`src/rtl/pfd_pkg.sv`:
```
package pfd_pkg;
  localparam int HI2_W  = 20;
  localparam int KEY_W  = 16;
  localparam int WORD_W = 32;
  localparam int SEED_W = (HI2_W > WORD_W) ? HI2_W : WORD_W;
  localparam int LEN_W  = 8;
  localparam int FC_W   = 12;
  localparam int CN_W   = 20;
  localparam int TAIL_W = 5;

  localparam logic [LEN_W-1:0] BASE_WIDE = LEN_W'(63);
  localparam logic [LEN_W-1:0] BASE_MID  = LEN_W'(31);
  localparam logic [LEN_W-1:0] LEN_FIXED = LEN_W'(37);
  localparam logic [LEN_W-1:0] LEN_SHORT = LEN_W'(26);
  localparam logic [LEN_W-1:0] LEN_LONG  = LEN_W'(35);

  typedef enum logic [2:0] {BR_WIDE, BR_MID, BR_FIXED, BR_TAIL, BR_LOW} branch_e;

  // Priority cascade: earlier tests win.
  function automatic branch_e pick_branch(input logic [HI2_W-1:0] h2,
                                          input logic [WORD_W-1:0] h);
    if (h2[KEY_W-1:0] != '0)             return BR_WIDE;
    if (h[WORD_W-1:TAIL_W+1] != '0)      return BR_MID;
    if (!h[TAIL_W])                      return BR_FIXED;
    if (h[TAIL_W-1:0] != '0)             return BR_TAIL;
    return BR_LOW;
  endfunction

  function automatic logic [LEN_W-1:0] base_of(input branch_e b);
    case (b)
      BR_WIDE:  return BASE_WIDE;
      BR_MID:   return BASE_MID;
      BR_FIXED: return LEN_FIXED;
      BR_TAIL:  return BASE_MID;
      default:  return '0;
    endcase
  endfunction

  function automatic logic [SEED_W-1:0] seed_of(input branch_e b,
                                                input logic [HI2_W-1:0] h2,
                                                input logic [WORD_W-1:0] h,
                                                input logic [WORD_W-1:0] l);
    case (b)
      BR_WIDE:  return SEED_W'(h2);
      BR_MID:   return SEED_W'(h);
      BR_FIXED: return '0;
      BR_TAIL:  return SEED_W'(h[TAIL_W-1:0]);
      default:  return SEED_W'(l);
    endcase
  endfunction
endpackage

```
`src/rtl/pfd_len_select.sv`:
```
module pfd_len_select
  import pfd_pkg::*;
(
  input  logic [HI2_W-1:0]  hi2,
  input  logic [WORD_W-1:0] hi,
  input  logic [WORD_W-1:0] lo,
  output branch_e           branch,
  output logic [LEN_W-1:0]  base,
  output logic [SEED_W-1:0] seed
);
  always_comb begin
    branch = pick_branch(hi2, hi);
    base   = base_of(branch);
    seed   = seed_of(branch, hi2, hi, lo);
  end
endmodule

```
`src/rtl/pfd_shift_count.sv`:
```
module pfd_shift_count
  import pfd_pkg::*;
(
  input  logic              clk,
  input  logic              rst_n,
  input  logic              start,
  input  logic [SEED_W-1:0] seed,
  input  logic [LEN_W-1:0]  base,
  output logic              accept,
  output logic              busy,
  output logic              finish,
  output logic [LEN_W-1:0]  count
);
  logic [SEED_W-1:0] val;

  assign accept = start && !busy;
  assign finish = busy && (val == '0);

  always_ff @(posedge clk or negedge rst_n) begin
    if (!rst_n) begin
      busy  <= 1'b0;
      val   <= '0;
      count <= '0;
    end else if (!busy) begin
      if (start) begin
        busy  <= 1'b1;
        val   <= seed;
        count <= base;
      end
    end else if (val != '0) begin
      val   <= val >> 1;
      count <= count + 1'b1;
    end else begin
      busy <= 1'b0;
    end
  end

  // a start during a busy shift only lets the count advance
  a_r12_start_ignored: assert property (@(posedge clk) disable iff (!rst_n)
    busy && start && (val != '0) |=> busy && (count == $past(count) + 1'b1));

  // completion always returns the counter to idle
  a_r10_finish_idle: assert property (@(posedge clk) disable iff (!rst_n)
    finish |=> !busy);
endmodule

```
`src/rtl/pfd_field_extract.sv`:
```
module pfd_field_extract
  import pfd_pkg::*;
(
  input  logic [LEN_W-1:0]  len,
  input  logic [WORD_W-1:0] hi,
  input  logic [WORD_W-1:0] lo,
  output logic [FC_W-1:0]   fc,
  output logic [CN_W-1:0]   cardnum,
  output logic              decoded
);
  always_comb begin
    fc      = '0;
    cardnum = '0;
    decoded = 1'b0;
    if (len == LEN_SHORT) begin
      cardnum = CN_W'(lo[16:1]);
      fc      = FC_W'(lo[24:17]);
      decoded = 1'b1;
    end else if (len == LEN_LONG) begin
      cardnum = lo[20:1];
      fc      = {hi[0], lo[31:21]};
      decoded = 1'b1;
    end
  end
endmodule

```
`src/rtl/prox_format_decoder.sv`:
```
module prox_format_decoder
  import pfd_pkg::*;
(
  input  logic               clk,
  input  logic               rst_n,
  input  logic               start,
  input  logic [HI2_W-1:0]   hi2,
  input  logic [WORD_W-1:0]  hi,
  input  logic [WORD_W-1:0]  lo,
  output logic               done,
  output logic [LEN_W-1:0]   bitlen,
  output logic [FC_W-1:0]    fc,
  output logic [CN_W-1:0]    cardnum,
  output logic               decoded
);
  branch_e           branch;
  logic [LEN_W-1:0]  base;
  logic [SEED_W-1:0] seed;
  logic              accept, busy, finish;
  logic [LEN_W-1:0]  count;
  logic [WORD_W-1:0] hi_q, lo_q;
  logic [FC_W-1:0]   fc_n;
  logic [CN_W-1:0]   cn_n;
  logic              dec_n;

  pfd_len_select u_sel (
    .hi2(hi2), .hi(hi), .lo(lo),
    .branch(branch), .base(base), .seed(seed)
  );

  pfd_shift_count u_cnt (
    .clk(clk), .rst_n(rst_n), .start(start), .seed(seed), .base(base),
    .accept(accept), .busy(busy), .finish(finish), .count(count)
  );

  pfd_field_extract u_ext (
    .len(count), .hi(hi_q), .lo(lo_q),
    .fc(fc_n), .cardnum(cn_n), .decoded(dec_n)
  );

  always_ff @(posedge clk or negedge rst_n) begin
    if (!rst_n) begin
      hi_q <= '0;
      lo_q <= '0;
    end else if (accept) begin
      hi_q <= hi;
      lo_q <= lo;
    end
  end

  always_ff @(posedge clk or negedge rst_n) begin
    if (!rst_n) begin
      done    <= 1'b0;
      bitlen  <= '0;
      fc      <= '0;
      cardnum <= '0;
      decoded <= 1'b0;
    end else begin
      done <= finish;
      if (finish) begin
        bitlen  <= count;
        fc      <= fc_n;
        cardnum <= cn_n;
        decoded <= dec_n;
      end
    end
  end

  // done is a single-cycle pulse that follows the counter's finish
  a_r10_done_pulse: assert property (@(posedge clk) disable iff (!rst_n)
    done |=> !done);
  a_r10_done_after_finish: assert property (@(posedge clk) disable iff (!rst_n)
    finish |=> done);

  // the fixed-length branch finishes on the very next edge
  a_r4_fixed_fast: assert property (@(posedge clk) disable iff (!rst_n)
    accept && (branch == BR_FIXED) |=> finish);

  // results hold outside the done cycle
  a_r11_hold: assert property (@(posedge clk) disable iff (!rst_n)
    !done |-> $stable({bitlen, fc, cardnum, decoded}));

  // the 26-bit format yields narrow fields
  a_r7_short_fields: assert property (@(posedge clk) disable iff (!rst_n)
    done && (bitlen == LEN_SHORT) |-> decoded && (fc[FC_W-1:8] == '0) && (cardnum[CN_W-1:16] == '0));

  // unknown lengths carry no fields
  a_r9_other_len: assert property (@(posedge clk) disable iff (!rst_n)
    done && (bitlen != LEN_SHORT) && (bitlen != LEN_LONG) |-> !decoded && (fc == '0) && (cardnum == '0));
endmodule

```
`config.mk`:
```
export PLATFORM = sky130hd
export DESIGN_NAME = prox_format_decoder
export DESIGN_NICKNAME = d
export VERILOG_FILES = /design/src/rtl/pfd_pkg.sv /design/src/rtl/pfd_len_select.sv /design/src/rtl/pfd_shift_count.sv /design/src/rtl/pfd_field_extract.sv /design/src/rtl/prox_format_decoder.sv
export SDC_FILE = /design/constraint.sdc
export NUM_CORES = 1
export LEC_CHECK = 0
export ABC_AREA = 1
export BUFFER_PORTS_ARGS = -buffer_cell sky130_fd_sc_hd__buf_2
export CELL_PAD_IN_SITES_DETAIL_PLACEMENT = 1
export CELL_PAD_IN_SITES_GLOBAL_PLACEMENT = 1
export CORE_MARGIN = 2
export CORE_UTILIZATION = 41
export CTS_BUF_LIST = sky130_fd_sc_hd__clkbuf_4 sky130_fd_sc_hd__clkbuf_8 sky130_fd_sc_hd__clkbuf_16
export CTS_CLUSTER_DIAMETER = 60
export CTS_CLUSTER_SIZE = 8
export DETAILED_ROUTE_END_ITERATION = 16
export PLACE_DENSITY_LB_ADDON = 0.12
export SYNTH_ARGS = -nofsm -noshare
export SYNTH_HDL_FRONTEND = slang
export SYNTH_HIERARCHICAL = 1
export SYNTH_SLANG_ARGS = --single-unit
```
`constraint.sdc`:
```
create_clock -name clk -period 2.26 [get_ports clk]
set_clock_uncertainty 0.1 [all_clocks]
set_input_delay 0.452 -clock clk [delete_from_list [all_inputs] [get_ports clk]]
set_output_delay 0.452 -clock clk [all_outputs]
set_load 0.01 [all_outputs]
```
==> results.md <==
- Worst setup margin: 230 ps
- WP data arrival: 2220 ps
- Root Driver: clkbuf_16
- I/O pin count: 129
- Syn Inst Count: 968
- Worst setup path class: flip-flop to flip-flop
- Row count: 46
- Routability-driven placement congestion ratio: 0.894
- Clk slew on worst S/H paths: 60 ps
- Worst EP required: 2450 ps
- 1st-pass router iterations: 4
- Sw Share: 0.373
- Min-Delay Path Class: input pin to flip-flop
- Number of global-route vias before repair: 6,820
- Initial antenna violation count: 0
- Status: finished clean
- Final Hold Viols: 0
- CORE AREA: 15,900 um^2
- WL per Instance: 16.9 um
- Tot Pwr: 8720 uW
- Pins Over Slew Limit: 0
- Layout area overhead: 21.8%
- Final Cycle Share: 0.898
- Area of the die: 17,300 um^2
- Antenna cells: 0
- Die Span Y: 131 um
- First-pass GRT wire length: 36,600 um
- Max VDD drop: 0.686 mV
- Initial core utilization: 0.419
- CTS buffer count: 17
- Design area: 8100 um^2
- Gate power share: 0.319
- Dpl cells: 1,282
- Setup WS pre-CTS: -26.9 ps
- RSZ-0062 raised after global routing: false
- Max H-tree Level: 4
- Worst Max-Slew Pin Slew: 699 ps
- Clock power share: 0.320
- Hold_buf cts: 1
- Hpwl dp: 15,700 um
- IO Port Bufs: 128
- Net switching power: 3250 uW
- Internal power: 5470 uW
- Setup repair bufs after CTS: 0
- GRT Util Overall: 0.265
- DRC: 0
- Largest buffer count on any clock path: 2
- Nets: 1,174
- Setup_tns: 0 ps
- Share of layout cells above drive strength 1: 0.196
- Clock Latency Late Sink: 420 ps
- Register share of total power: 0.361
- Max Fanout on Critical Path: 41
- Minimum clock period after layout: 2030 ps
- Layout Cells excl Fill: 1,314
- Syn Area/Cell: 6.87 um^2
- Post-Route WL: 22,200 um
- Startpoint Class: flip-flop
- CP endpoint kind: flip-flop
- Largest net degree at the start of global routing: 43
- Sink Count: 115
- Post-route ant nets: 0
- Pwr/cell area: 1080 nW/um^2
- Routed via count: 6,689
- FMAX: 493 MHz
- Grt ovf: 0
- CTS tree: yes
- Synthesis Warnings: 6
- LEAKAGE: 0.00468 uW
- Max Cap Viol: 0
- Endpoints failing setup: 0
- Post-Syn Area: 6650 um^2
- Die width: 131 um
- Worst slew margin: 0.533
- Drt initial violations: 489
- DR vias/cell: 5.09
- Post-DP Area: 7480 um^2
- Cts repair resizes: 0
==> cells in the final DEF, fill, tap and decap left out, types with 3 or more instances in the layout <==
cell,instances
nand2_2,5
nand3_1,74
buf_4,23
clkinvlp_4,4
clkbuf_16,17
dfrtp_1,115
nand2_1,505
bufinv_16,3
inv_1,49
buf_12,7
nor2_4,4
a21boi_1,14
buf_2,127
nor2_1,65
nor2_2,4
clkbuf_4,3
a21oi_1,5
inv_2,8
o21ai_0,5
nand4_1,39
==> through the flow <==
step | hold WS [ps] | utilization
2_1_floorplan | 56.4 | -
3_3_place_gp | 345 | 0.471
3_5_place_dp | 348 | 0.471
4_1_cts | 154 | 0.510
5_1_grt | 174 | 0.510
6_report | 162 | 0.510
==> routing by layer <==
metal  wire, um  track usage  part of all wire  vias to the layer above
li1           -            -                 -                     3249
met1      10200        0.360              0.46                     3251
met2      10800        0.439              0.48                      165
met3        972       0.0432             0.044                       24
met4        309       0.0743             0.014                        0
met5          0            0                 0                        -
==> flip-flops by register name (all words and copies together), names as in the netlist <==
name / flops
u_cnt/val: 32
lo_q: 31
cardnum: 20
fc: 12
bitlen: 8
u_cnt/count: 8
decoded: 1
done: 1
hi_q: 1
u_cnt/busy: 1
==> power groups by stage <==
stage | Combinational (uW) | Sequential, uW | Clock [uW]
floorplan | 1980 | 3060 | 0
global placement | 2660 | 3150 | 0
detailed placement | 2750 | 3160 | 0
CTS | 2810 | 3140 | 2820
global route | 3190 | 3230 | 2910
finish | 2790 | 3150 | 2790
==> layout make-up <==
class / count / area [um^2]
fillers: 2121 / 7790
multi-input cells: 737 / 3170
flip-flops and latches: 115 / 2880
repair buffers: 158 / 958
clock buffers: 22 / 475
well taps: 216 / 270
inverters: 57 / 214
clock inverters: 9 / 130
==> final timing paths <==
kind / depth (start not counted) / end / slack, ps / startpoint
worst max-delay path: 10 / cardnum[2] / 230 / u_cnt/val[11]
worst min-delay path: 3 / lo_q[4] / 160 / lo[4]
min in group asynchronous: 2 / cardnum[2] / 450 / rst_n
max in group asynchronous: 3 / lo_q[21] / 970 / rst_n
worst min register to register: 2 / fc[6] / 360 / fc[6]
worst max register to register: 10 / cardnum[2] / 230 / u_cnt/val[11]
==> critical path: stages, from the launching register on <==
cell and delay [ps]:
dfrtp_1 410, nor2_1 150, nand2_1 60, nor2_1 170, nand2_1 70, nor2_1 90, nand2_1 130, inv_2 130
inv_2 280, nand2_1 210, nand2_1 80
(Power assumes the default switching activity.)
